### src/rtl/bsa_pkg.sv
package bsa_pkg;

  // Next state of a JK-style storage bit driven by the two serial operand bits:
  // set when both are 1, clear when both are 0, otherwise hold.
  function automatic logic carry_next(input logic q, input logic x, input logic y);
    logic j_in;
    logic k_in;
    j_in = x & y;
    k_in = ~x & ~y;
    return (j_in & ~q) | (~k_in & q);
  endfunction

  // One-bit sum of a full-adder slice.
  function automatic logic slice_sum(input logic x, input logic y, input logic c);
    return x ^ y ^ c;
  endfunction

endpackage

### src/rtl/bsa_shift_reg.sv
// Parallel-load right-shift register; the serial input enters at the top.
module bsa_shift_reg #(
  parameter int WIDTH = 8
) (
  input  logic             clk,
  input  logic             rst,
  input  logic             load,
  input  logic [WIDTH-1:0] load_val,
  input  logic             shift,
  input  logic             ser_in,
  output logic [WIDTH-1:0] q
);

  always_ff @(posedge clk) begin
    if (rst) begin
      q <= '0;
    end else if (load) begin
      q <= load_val;
    end else if (shift) begin
      q <= {ser_in, q[WIDTH-1:1]};
    end
  end

endmodule

### src/rtl/bsa_serializer.sv
// Parallel-in, serial-out register for the second operand.
// KEEP = 1 recirculates the low bit so the operand survives the run.
module bsa_serializer #(
  parameter int WIDTH = 8,
  parameter bit KEEP  = 1'b0
) (
  input  logic             clk,
  input  logic             rst,
  input  logic             load,
  input  logic [WIDTH-1:0] load_val,
  input  logic             shift,
  output logic             ser_out
);

  logic [WIDTH-1:0] data_q;
  logic             fill_bit;

  generate
    if (KEEP) begin : g_recirc
      assign fill_bit = data_q[0];
    end else begin : g_zero
      assign fill_bit = 1'b0;
    end
  endgenerate

  always_ff @(posedge clk) begin
    if (rst) begin
      data_q <= '0;
    end else if (load) begin
      data_q <= load_val;
    end else if (shift) begin
      data_q <= {fill_bit, data_q[WIDTH-1:1]};
    end
  end

  assign ser_out = data_q[0];

endmodule

### src/rtl/bsa_carry_cell.sv
// Single carry storage bit with set/clear/hold next-state rules.
module bsa_carry_cell (
  input  logic clk,
  input  logic rst,
  input  logic clear,
  input  logic en,
  input  logic x,
  input  logic y,
  output logic q
);
  import bsa_pkg::*;

  always_ff @(posedge clk) begin
    if (rst) begin
      q <= 1'b0;
    end else if (clear) begin
      q <= 1'b0;
    end else if (en) begin
      q <= carry_next(q, x, y);
    end
  end

endmodule

### src/rtl/bsa_ctrl.sv
// Counts WIDTH shift cycles after an accepted start and pulses done at the end.
module bsa_ctrl #(
  parameter int WIDTH = 8
) (
  input  logic clk,
  input  logic rst,
  input  logic start,
  output logic load,
  output logic shift_en,
  output logic done
);

  localparam int CW = $clog2(WIDTH + 1);
  localparam logic [CW-1:0] LOAD_CNT = CW'(WIDTH);
  localparam logic [CW-1:0] LAST_CNT = CW'(1);

  logic [CW-1:0] bits_left;

  assign shift_en = (bits_left != '0);
  assign load     = start & ~shift_en;

  always_ff @(posedge clk) begin
    if (rst) begin
      bits_left <= '0;
      done      <= 1'b0;
    end else begin
      done <= shift_en && (bits_left == LAST_CNT);
      if (load) begin
        bits_left <= LOAD_CNT;
      end else if (shift_en) begin
        bits_left <= bits_left - LAST_CNT;
      end
    end
  end

endmodule

### src/rtl/bsa_serial_adder.sv
module bsa_serial_adder #(
  parameter int WIDTH  = 8,
  parameter bit KEEP_B = 1'b0
) (
  input  logic             clk,
  input  logic             rst,
  input  logic             start,
  input  logic [WIDTH-1:0] opnd_a,
  input  logic [WIDTH-1:0] opnd_b,
  output logic [WIDTH-1:0] sum_out,
  output logic             carry_out,
  output logic             done
);
  import bsa_pkg::*;

  logic             load;
  logic             shift_en;
  logic [WIDTH-1:0] a_q;
  logic             a_sout;
  logic             b_sout;
  logic             carry_q;
  logic             sum_bit;

  bsa_ctrl #(.WIDTH(WIDTH)) ctrl_i (
    .clk      (clk),
    .rst      (rst),
    .start    (start),
    .load     (load),
    .shift_en (shift_en),
    .done     (done)
  );

  assign a_sout  = a_q[0];
  assign sum_bit = slice_sum(a_sout, b_sout, carry_q);

  bsa_shift_reg #(.WIDTH(WIDTH)) reg_a_i (
    .clk      (clk),
    .rst      (rst),
    .load     (load),
    .load_val (opnd_a),
    .shift    (shift_en),
    .ser_in   (sum_bit),
    .q        (a_q)
  );

  bsa_serializer #(.WIDTH(WIDTH), .KEEP(KEEP_B)) reg_b_i (
    .clk      (clk),
    .rst      (rst),
    .load     (load),
    .load_val (opnd_b),
    .shift    (shift_en),
    .ser_out  (b_sout)
  );

  bsa_carry_cell carry_i (
    .clk   (clk),
    .rst   (rst),
    .clear (load),
    .en    (shift_en),
    .x     (a_sout),
    .y     (b_sout),
    .q     (carry_q)
  );

  assign sum_out   = a_q;
  assign carry_out = carry_q;

endmodule

### config.mk
export PLATFORM = sky130hd
export DESIGN_NAME = bsa_serial_adder
export DESIGN_NICKNAME = d
export VERILOG_FILES = /design/src/rtl/bsa_pkg.sv /design/src/rtl/bsa_shift_reg.sv /design/src/rtl/bsa_serializer.sv /design/src/rtl/bsa_carry_cell.sv /design/src/rtl/bsa_ctrl.sv /design/src/rtl/bsa_serial_adder.sv
export SDC_FILE = /design/constraint.sdc
export NUM_CORES = 1
export LEC_CHECK = 0
export BUFFER_PORTS_ARGS = -buffer_cell sky130_fd_sc_hd__buf_2
export CAP_MARGIN = 20
export CORE_MARGIN = 8
export CORE_UTILIZATION = 51
export DETAILED_ROUTE_END_ITERATION = 10
export PLACE_DENSITY = 0.78
export SETUP_SLACK_MARGIN = 0.02
export SLEW_MARGIN = 10
export SYNTH_ARGS = -nofsm -noshare
export SYNTH_HDL_FRONTEND = slang
export SYNTH_HIERARCHICAL = 1
export SYNTH_SLANG_ARGS = --single-unit
### constraint.sdc
create_clock -name clk -period 2.1 [get_ports clk]
set_input_delay 0.105 -clock clk [delete_from_list [all_inputs] [get_ports clk]]
set_output_delay 0.105 -clock clk [all_outputs]
set_load 0.01 [all_outputs]
======== Yosys cells after proc, flatten, opt, wreduce, memory -nomap -nowiden ========
Index checks and enable logic that the tools add are counted.
word-level totals
  word-level logic and storage cells ...... 31
  input port bits ......................... 19
  register bits after elaboration ......... 22
cells by class
  mux-type cells .......................... 6
  equality and inequality tests ........... 1
  bitwise gates (word level) .............. 13
  $add $sub $neg .......................... 1
  reductions and logical operators ........ 4
operators with widths
  kind                                               number
  two-way mux 8 bit                                  4
  two-way mux 4 bit                                  2
  AND 1 bit                                          5
  NOT 1 bit                                          5
  == test 4 x 1 -> 1 bit (second input constant)     1
  nonzero test 4 bit                                 1
  subtractor 4 x 1 -> 4 bit (second input constant)  1
  nonzero test 2 bit                                 1
  OR reduction 2 bit                                 1
  bitwise XOR 1 bit                                  2
  logical AND 1 bit                                  1
  bitwise OR 1 bit                                   1

======== Logic depth before layout (Yosys ltp) ========
Gate-level depths: netlist of run 1.
  word-level depth ........................ 5
  gate-level depth with buffers ........... 7
  depth with buffers taken out ............ 6

======== Hierarchy ========
Netlist of run 1, hierarchy kept.
modules (own cells, without submodules)
  module            sequential area each (um^2)  cells an instance  area an instance (um^2)  instances
  bsa_serializer    160.2                        35                 369.1                    1
  bsa_shift_reg     160.2                        35                 369.1                    1
  bsa_ctrl          100.1                        30                 270.3                    1
  bsa_carry_cell    20.0                         6                  55.1                     1
  bsa_serial_adder  0.0                          1                  23.8                     1

======== Worst setup path after synthesis of run 1 ========
OpenSTA, ideal clock, no wires.
  path kind ............................... register to register
  start point ............................. register ctrl_i.bits_left[0]
  end point ............................... register reg_b_i.data_q[7]
  data required time ...................... 2.030 ns
  stages on the path, launching flop included .. 7
  setup slack ............................. 0.433 ns
  buffers on the path ..................... 0
  arrival time ............................ 1.598 ns
  library setup time ...................... 0.070 ns
  clock period less this slack ............ 1.667 ns
  cell sequence ........................... dfxtp_1 > inv_1 > ha_1 > nor3b_4 > and2_2 > or3b_1 > a21oi_1
between the ends
  longest elaborated chain between the ends .. 4
  elaborated cells on any way between the ends .. 5
ends and longest elaborated chain
  item                                                            line                    RTL
  from (decl)                                                     bsa_ctrl.sv:17          logic [CW-1:0] bits_left;
  from (signal assigned)                                          bsa_ctrl.sv:31          bits_left <= bits_left - LAST_CNT;
  nonzero test 4 bit *                                            bsa_ctrl.sv:19          assign shift_en = (bits_left != '0);
  NOT 1 bit *                                                     bsa_ctrl.sv:20          assign load = start & ~shift_en;
  AND 1 bit *                                                     bsa_ctrl.sv:20
  net load                                                        bsa_serial_adder.sv:16  logic load;
  two-way mux 8 bit / nonzero test 2 bit (equally long branches)  -
  to (signal assigned)                                            bsa_serializer.sv:30    data_q <= load_val;
  to (signal assigned)                                            bsa_serializer.sv:32    data_q <= {fill_bit, data_q[WIDTH-1:1]};
  to (decl)                                                       bsa_serializer.sv:15    logic [WIDTH-1:0] data_q;
The timed path passes the listed nets; every way through them passes the cells marked *.
A chain may end at the register's enable or synchronous reset.

======== Worst setup path in the final report of run 1 ========
  start point ............................. register ctrl_i.bits_left[0]
  end point ............................... register reg_b_i.data_q[0]
between the ends
  longest elaborated chain between the ends .. 4
  elaborated cells on any way between the ends .. 5
ends and longest elaborated chain
  item                                                            line                    RTL
  nonzero test 4 bit *                                            bsa_ctrl.sv:19
  net shift_en                                                    bsa_serial_adder.sv:17  logic shift_en;
  NOT 1 bit                                                       bsa_ctrl.sv:20
  AND 1 bit                                                       bsa_ctrl.sv:20
  two-way mux 8 bit / nonzero test 2 bit (equally long branches)  -
Marked as above.

==> results.yml, run 1 <==
worst_setup_path:
  cp_slowest_cell: "dfxtp_1"
  worst_setup_path_end_kind: "register"
  r2r-start: "ctrl_i/bits_left[0]$_SDFFE_PP0P_"
  cp_top_family: "buffers and inverters"
  cp-start-kind: "register"
  crit_path_max_fanout: 7
  crit_end: "reg_b_i/data_q[0]$_SDFFE_PP0P_"
  crit_chain: "inv_1, ha_1, nor3b_4, clkinvlp_4, buf_4, mux2i_1, a211oi_1"
  worstSetupStartpoint: "ctrl_i/bits_left[0]$_SDFFE_PP0P_"
  cp_num_buf_inv: 3
  worstSetupPathType: "register to register"
  cpPeakStageDelay_ps: 370
  ff2ff_setup_slack_ps: 190
  rr_worst_depth: 7
  worstPathRequired_ps: 2300
  path_depth: 7
  crit_arrival_ps: 2110
  rr_endpoint: "reg_b_i/data_q[0]$_SDFFE_PP0P_"
synthesis:
  synth_cells: 107
  ys_ff_latch: 22
  synth_area_per_cell_um2: 10.2
  ys.flop_type: "dfxtp_1"
  synth.distinct_cells: 29
  async_flop_share: 0
  ys_warn_count: 6
  syn_nets: 128
  seq_area_frac_synth: 0.405
  synth_edf_count: 0
  synth_area_um2: 1090
detailed_routing:
  drt-wirelength-per-cell_um: 13.9
  drt-total-wl_mm: 2.31
  dr.pass1.iters: 4
  postRouteAntennaNets: 0
  avgViaCountPerCell: 5.19
  drc: 0
  routed-via-count: 862
  drtIter0Drc: 32
placement:
  place.gp.congestion: 0.843
  portBuffers: 28
  place_ws_ps: 187
  hpwl_mm: 1.72
  placed_cells: 160
  placed_cell_area_um2: 1240
cells_and_area:
  drive_gt1_frac: 0.295
  fill_cells: 175
  regArea_um2: 440
  multi_input_area_um2: 589
  final_cells: 166
  finish.utilization: 0.651
  syn_to_final_growth_pct: 18.6
  final_nets: 162
  fin_area_um2: 1290
  diodes: 0
sta:
  skew_ps: 3.55
  fmax_ghz: 0.524
  timing_worst_slew_pin_value_ps: 412
  fin_tns_setup_ps: 0
  setup_violations: 0
  timing.hold.ws_ps: 54.1
  final.min_clock_period_ps: 1910
  max-slew-margin-rel: 0.725
  finalCritPeriodShare: 0.909
  report.final.slew_viol_count: 0
  rsz0062_at_grt: "no"
  layout_setup_ws_ps: 192
  finalHoldViolCount: 0
clock_network:
  cts_hold_buf: 0
  clockBufferDepth: 2
  cts_sinks: 22
  cts_buffers: 3
  htreeDepth: 1
  clkLatencyLatePin_ps: 290
  cts_tree: "yes"
  clock_tree.root_cell: "clkbuf_4"
  clk_pin_slew_ps: 110
power_and_ir_drop:
  internal_power_mw: 1.24
  pwr-share-comb: 0.547
  max-vdd-ir-drop_v: 0.000828
  pwr-share-clk: 0.089
  power.share.switching: 0.381
  p_seq_frac: 0.364
  finalPower_mw: 2.00
  leakage_nw: 0.598
  p_per_area_nw_per_um2: 1550
  p_sw_uw: 763
floorplanning:
  start_util: 0.549
  row_count: 16
  die_area_um2: 3870
  fp.dieH_um: 62.2
  ios: 29
  fp.dieW_um: 62.2
  core_um2: 1980
global_route:
  grt_pass1_wl_mm: 3.92
  grt_start_max_net_pins: 24
  antenna_found_initial: 0
  overflow: 0
  grtUsageTotal: 0.119
  grt_pass1_vias: 869
worst_hold_path:
  hp-class: "primary input to register"
  holdPathStages: 3
run_status:
  outcome: "completed"
flow_run:
  max_cap_viol_count: 0
[power groups by stage]
stage                     clock [mW]  combinational (mW)  sequential [mW]
after floorplan                    0               0.780            0.740
after global placement             0               0.977            0.730
after detailed placement           0                1.01            0.735
after CTS                      0.187                1.02            0.727
after global routing           0.210                1.20            0.754
final                          0.179                1.09            0.729
[state kept, by name, indices dropped and copies added, names as in the netlist]
register          cells
reg_a_i/q             8
reg_b_i/data_q        8
ctrl_i/bits_left      4
carry_i/q             1
ctrl_i/done           1
[cell usage after synthesis, types with 2 or more instances]
| library cell | number | share of area |
|---|---|---|
| ha_1 | 2 | 0.023 |
| nor2_1 | 5 | 0.017 |
| or2_1 | 2 | 0.012 |
| a211oi_1 | 15 | 0.10 |
| dfxtp_1 | 22 | 0.41 |
| inv_1 | 5 | 0.017 |
| mux2i_1 | 15 | 0.14 |
| nand3b_1 | 2 | 0.014 |
| a21oi_1 | 3 | 0.014 |
| buf_6 | 2 | 0.021 |
| nand2_1 | 2 | 0.0069 |
| nor2b_1 | 15 | 0.086 |
[cell families after synthesis]
family          count (synthesis)  share of synthesized area
simple gates                   33                      0.193
compound gates                 23                      0.154
flops                          22                      0.405
mux                            16                      0.148
buf+inv                        10                     0.0541
fa+ha+maj                       2                     0.0230
xor+xnor                        1                     0.0219
[per-layer routing]
| layer | vias to the layer above | wire [um] | share of wire | track usage |
|---|---|---|---|---|
| met1 | 389 | 1080 | 0.47 | 0.144 |
| met3 | 0 | 169 | 0.073 | 0.0448 |
| met4 | 0 | 0 | 0 | 0.0321 |
| met2 | 28 | 1060 | 0.46 | 0.191 |
| met5 | - | 0 | 0 | 0 |
| li1 | 445 | - | - | - |
[tightest hold or removal path, delay by kind of cell]
kind                   cells  cell delay (ps)
AO/OA/AOI/OAI              1               50
buffers and inverters      1              100
AND/OR/NAND/NOR            1               50
[worst min-delay path by stage]
stage               from                                to
4_1_cts        opnd_b[7]    reg_b_i/data_q[7]$_SDFFE_PP0P_
3_5_place_dp   opnd_b[7]    reg_b_i/data_q[7]$_SDFFE_PP0P_
3_3_place_gp   opnd_b[7]    reg_b_i/data_q[7]$_SDFFE_PP0P_
5_1_grt        opnd_b[7]    reg_b_i/data_q[7]$_SDFFE_PP0P_
2_1_floorplan        rst  ctrl_i/bits_left[0]$_SDFFE_PP0P_
6_report       opnd_b[7]    reg_b_i/data_q[7]$_SDFFE_PP0P_
[placed cells by master, fill, tap and decap left out, drive strengths merged, types with 3 or more instances in the layout]
cell type / Yosys / final
a21oi: 3 / 3
a211oi: 15 / 15
nor2b: 15 / 15
nor2: 5 / 5
clkbuf: 0 / 3
inv: 6 / 5
buf: 3 / 33
dfxtp: 22 / 22
mux2i: 15 / 15
[final cells by class]
type	instances	area share
Multi-Input combinational cell	75	0.457
Sequential cell	22	0.341
Timing Repair Buffer	33	0.138
Tap cell	27	0.0262
Inverter	6	0.0204
Clock buffer	3	0.0175
[timing repair]
action / 4_1_cts / 5_1_grt
resized for setup: 0 / 2
hold endpoints to repair: 0 / 0
endpoints found under the setup margin: 0 / 10
buffers inserted: 0 / 3
No activity file was read; power rests on OpenSTA's default activity.
==> inputs of run 2 (changes only) <==
BUFFER_PORTS_ARGS = default   (was -buffer_cell sky130_fd_sc_hd__buf_2)
CORE_UTILIZATION = 55   (was 51)
DONT_BUFFER_PORTS = 1   (was default)
PLACE_DENSITY = 0.7   (was 0.78)
==> run 2 against run 1 <==
Flip-flop and latch count is the same. Total power shrank 1.8%. Maximum frequency shrank 1.1%. Clock skew is essentially flat. Sequential share of layout area shrank 0.74 points. Final area grew 2.2%. Clock power grew 30%. Setup slack lost 21 ps. Sequential power grew 6.4%. Register-to-register slack lost 20 ps. Via count shrank 0.23%. Non-clock buffer count shrank 13. Critical path type unchanged. Highest routed layer is now met4.
==> results.yml, run 2 (synthesized netlist as in run 1, its figures left out) <==
placement:
  portBuffers: 0
  place.gp.congestion: 0.838
  hpwl_mm: 1.56
sta:
  final.min_clock_period_ps: 1930
  fin_tns_setup_ps: 0
  finalHoldViolCount: 0
  timing_worst_slew_pin_value_ps: 756
  fmax_ghz: 0.518
  report.final.slew_viol_count: 0
  setup_violations: 0
  rsz0062_at_grt: "no"
  max-slew-margin-rel: 0.494
  skew_ps: 4.04
  finalCritPeriodShare: 0.919
worst_hold_path:
  hold_start: "opnd_b[4]"
  hp-class: "primary input to register"
  hold_end: "reg_b_i/data_q[4]$_SDFFE_PP0P_"
  holdPathStages: 2
global_route:
  antenna_found_initial: 0
  grt_pass1_vias: 864
  grt_pass1_wl_mm: 3.86
  grtUsageTotal: 0.137
  grt_start_max_net_pins: 22
  overflow: 0
run_status:
  outcome: "completed"
cells_and_area:
  final_nets: 149
  final_cell_mix: "22 x dfxtp_1, 17 x dlygate4sd3_1, 15 x mux2i_1, 15 x nor2b_1, 15 x a211oi_1"
  layout_commonest_cell: "dfxtp_1"
  diodes: 0
  top_regs: "reg_a_i/q x8, reg_b_i/data_q x8, ctrl_i/bits_left x4"
  drive_gt1_frac: 0.0945
  finish.utilization: 0.686
  fill_cells: 146
  syn_to_final_growth_pct: 21.3
clock_network:
  clk_pin_slew_ps: 120
  clockBufferDepth: 2
  htreeDepth: 1
  clkLatencyLatePin_ps: 310
  cts_tree: "yes"
  cts_sinks: 22
  cts_buffers: 3
  clock_tree.root_cell: "clkbuf_4"
worst_setup_path:
  cp-start-kind: "register"
  crit_arrival_ps: 2150
  rr_worst_depth: 7
  rr_endpoint: "reg_a_i/q[0]$_SDFFE_PP0P_"
  worstSetupPathType: "register to register"
  ff2ff_setup_slack_ps: 170
  r2r-start: "ctrl_i/bits_left[1]$_SDFFE_PP0P_"
  worstPathRequired_ps: 2320
  worst_setup_path_end_kind: "register"
  crit_path_max_fanout: 6
detailed_routing:
  drt-total-wl_mm: 2.50
  drc: 0
  avgViaCountPerCell: 5.58
  wl_met3_um: 133
  drtIter0Drc: 28
  postRouteAntennaNets: 0
  met1_length_mm: 1.12
  routed-via-count: 860
  top_layer_used: "met4"
  wl_met2_mm: 1.19
  dr.pass1.iters: 5
  drt-wirelength-per-cell_um: 16.2
floorplanning:
  fp.dieH_um: 60.5
  fp.dieW_um: 60.5
  core_um2: 1920
  ios: 29
  row_count: 16
  start_util: 0.566
  die_area_um2: 3660
power_and_ir_drop:
  p_per_area_nw_per_um2: 1490
  max-vdd-ir-drop_v: 0.000887
  finalPower_mw: 1.97
  leakage_nw: 0.543
flow_run:
  max_cap_viol_count: 0
run 2: cell types whose count changed in the layout (fill, tap and decap cells not counted), sizes merged:
cell         change
dlygate4sd3     +17
buf             -30
clkbuf           +1
run 2: stage by stage:
step           area [um2]  setup WS (ps)  hold slack [ps]  std cells
3_3_place_gp         1100            292              179        132
6_report             1320            171             1.29        154
4_1_cts              1310            168             5.47        153
2_1_floorplan        1090            433              174        107
3_5_place_dp         1100            203              180        132
5_1_grt              1320           54.5             4.05        154
run 2: critical path, stage by stage (launching register included):
cell and delay (ps):
dfxtp_1 360, inv_1 100, ha_1 230, nor3b_4 350, clkinvlp_4 210, buf_4 200, mux2i_1 130, a211oi_1 270
run 2: worst max path at each step:
stage	start	to	slack [ps]	cells past startpoint
6_report	ctrl_i/bits_left[1]$_SDFFE_PP0P_	reg_a_i/q[0]$_SDFFE_PP0P_	170	7
3_5_place_dp	ctrl_i/bits_left[1]$_SDFFE_PP0P_	reg_b_i/data_q[4]$_SDFFE_PP0P_	200	6
4_1_cts	ctrl_i/bits_left[0]$_SDFFE_PP0P_	reg_b_i/data_q[3]$_SDFFE_PP0P_	170	7
3_3_place_gp	ctrl_i/bits_left[1]$_SDFFE_PP0P_	reg_b_i/data_q[1]$_SDFFE_PP0P_	290	6
5_1_grt	ctrl_i/bits_left[1]$_SDFFE_PP0P_	reg_b_i/data_q[4]$_SDFFE_PP0P_	50	7
2_1_floorplan	ctrl_i/bits_left[0]$_SDFFE_PP0P_	reg_b_i/data_q[7]$_SDFFE_PP0P_	430	6
run 2: timing repair:
item	CTS	global route
setup buffers	0	1
setup endpoints to repair	0	5
hold buffers	17	0
resized for setup	0	2
endpoints found under the hold margin	20	0
run 2: cell type report:
type	instances	area (um2)	share of cell area
Tap cell	27	33.8	0.0256
Sequential cell	22	440	0.334
Clock buffer	4	36.3	0.0275
Multi-Input combinational cell	75	589	0.447
Inverter	6	26.3	0.0199
Timing Repair Buffer	20	193	0.146
run 2: metal layers:
metal	track usage	vias up
li1	-	422
met5	0	-
met4	0.0797	0
met3	0.0403	6
met1	0.161	404
met2	0.216	28
run 2: power breakdown:
group,leakage [nW],internal [mW],total [mW],switching [mW]
sequential,0.181,0.588,0.776,0.188
clock,0.0210,0.106,0.232,0.126
combinational,0.341,0.511,0.957,0.446
==> inputs of run 3 (changes only) <==
GPL_TIMING_DRIVEN = 0   (was default)
==> run 3 against run 2 <==
Via count down 1.7%. Die area unchanged. Maximum frequency up 2.7%. Critical path depth down 1. Flip-flop and latch count unchanged. Clock-buffer cell count down 1. Largest power group unchanged. Routed wire length down 8.6%. Critical endpoint is now ctrl_i/bits_left[1]$_SDFFE_PP0P_. Global-route usage up 0.35 points. Total power down 3.1%. Non-clock buffer count up 2.
==> results.yml, run 3 (synthesized netlist as in run 1, its figures left out) <==
worst_hold_path:
  hp-class: "primary input to register"
cells_and_area:
  top_regs: "reg_a_i/q x8, reg_b_i/data_q x8, ctrl_i/bits_left x4"
  final_nets: 151
  final_cell_mix: "22 x dfxtp_1, 18 x dlygate4sd3_1, 15 x mux2i_1, 15 x nor2b_1, 15 x a211oi_1"
  syn_to_final_growth_pct: 21.9
  final_cells: 155
  finish.utilization: 0.689
  fin_area_um2: 1330
  diodes: 0
  layout_commonest_cell: "dfxtp_1"
  drive_gt1_frac: 0.0781
global_route:
  grt_pass1_vias: 875
  gr-usage-met2: 0.235
  grtUsageTotal: 0.141
  overflow: 0
  grt_pass1_wl_mm: 4.00
  gr-usage-met3: 0.0381
  antenna_found_initial: 0
  grt_start_max_net_pins: 22
  use_met1: 0.168
  top_usage_layer: "met2"
clock_network:
  clkLatencyLatePin_ps: 300
  cts_tree: "yes"
  cts_sinks: 22
  htreeDepth: 1
  clockBufferDepth: 2
  clock_tree.root_cell: "clkbuf_4"
  clk_pin_slew_ps: 120
  cts_buffers: 3
worst_setup_path:
  worstPathRequired_ps: 2340
  crit_arrival_ps: 2120
  crit_path_max_fanout: 6
  cp-start-kind: "register"
  worst_setup_path_end_kind: "register"
  worstSetupPathType: "register to register"
detailed_routing:
  postRouteAntennaNets: 0
  dr.pass1.iters: 6
  routed-via-count: 845
  drt-wirelength-per-cell_um: 14.7
  drtIter0Drc: 20
  avgViaCountPerCell: 5.45
  drt-total-wl_mm: 2.29
  drc: 0
sta:
  setup_violations: 0
  finalHoldViolCount: 0
  skew_ps: 5.94
  finalCritPeriodShare: 0.894
  report.final.slew_viol_count: 0
  max-slew-margin-rel: 0.756
  fin_tns_setup_ps: 0
  rsz0062_at_grt: "no"
  final.min_clock_period_ps: 1880
  timing_worst_slew_pin_value_ps: 367
  fmax_ghz: 0.532
placement:
  portBuffers: 0
  hpwl_mm: 1.52
  placed_cells: 134
  placed_cell_area_um2: 1120
  place.gp.congestion: 0.694
power_and_ir_drop:
  pwr-share-comb: 0.500
  p_sw_uw: 729
  pwr-share-clk: 0.096
  p_seq_frac: 0.404
  max-vdd-ir-drop_v: 0.000748
  power.share.switching: 0.383
  leakage_nw: 0.550
  internal_power_mw: 1.18
  p_per_area_nw_per_um2: 1440
flow_run:
  max_cap_viol_count: 0
floorplanning:
  ios: 29
  start_util: 0.566
  fp.dieH_um: 60.5
  core_um2: 1920
  row_count: 16
  die_area_um2: 3660
  fp.dieW_um: 60.5
run_status:
  outcome: "completed"
run 3: cell types whose count changed in the layout (fill, tap and decap cells not counted):
cell             previous run  this run
buf_4                       3         0
buf_6                       0         2
buf_1                       0         1
clkbuf_8                    1         0
clkdlybuf4s18_2             0         1
clkinvlp_4                  1         0
dlygate4sd3_1              17        18
inv_1                       4         5
run 3: worst max-delay path, stage by stage, from the launching register on:
cell and delay [ps]:
dfxtp_1 440, inv_1 70, ha_1 260, nor3b_4 190, or2_1 210, a21oi_1 120
dlygate4sd3_1 550
run 3: area by class of cell:
| cell class | count | area, um2 |
|---|---|---|
| buffer | 4 | 36.3 |
| clock buffer | 3 | 22.5 |
| sequential | 22 | 440 |
| inverter | 6 | 22.5 |
| tap | 27 | 33.8 |
| fill | 154 | 597 |
| timing repair buffer | 18 | 180 |
| multi-input combinational | 75 | 589 |
run 3: per-stage QoR:
| stage | worst slack [ps] | power (mW) | hold WS (ps) |
|---|---|---|---|
| after floorplan | 433 | 1.52 | 174 |
| after global placement | 223 | 1.65 | 177 |
| after detailed placement | 193 | 1.68 | 178 |
| after CTS | 161 | 1.91 | 5.88 |
| after global routing | 95.5 | 2.06 | 5.89 |
| final | 222 | 1.91 | 13.6 |
run 3: what timing repair did:
action | in CTS | in global routing
setup endpoints to repair | 0 | 9
resized for setup | 0 | 1
hold endpoints to repair | 19 | 0
hold buffers | 18 | 0
buffers inserted | 0 | 0
run 3: layer usage:
metal,wire length (um),vias up,part of all wire
li1,-,428,-
met4,10,0,0.0044
met1,1050,398,0.46
met3,110,2,0.048
met2,1120,17,0.49
met5,0,-,0
run 3: worst paths after layout:
path | start | end | slack, ps | cells after the start
setup / recovery | ctrl_i/bits_left[0]$_SDFFE_PP0P_ | ctrl_i/bits_left[1]$_SDFFE_PP0P_ | 220 | 6
setup reg to reg | ctrl_i/bits_left[0]$_SDFFE_PP0P_ | ctrl_i/bits_left[1]$_SDFFE_PP0P_ | 220 | 6
hold reg to reg | reg_b_i/data_q[3]$_SDFFE_PP0P_ | reg_b_i/data_q[3]$_SDFFE_PP0P_ | 560 | 2
hold / removal | opnd_a[5] | reg_a_i/q[5]$_SDFFE_PP0P_ | 10 | 2
run 3: power groups by stage:
stage               registers, mW  logic, mW  clock network [mW]
finish                      0.769      0.952               0.184
global route                0.800       1.05               0.207
CTS                         0.773      0.947               0.193
detailed placement          0.783      0.900                   0
global placement            0.780      0.873                   0
floorplan                   0.740      0.780                   0
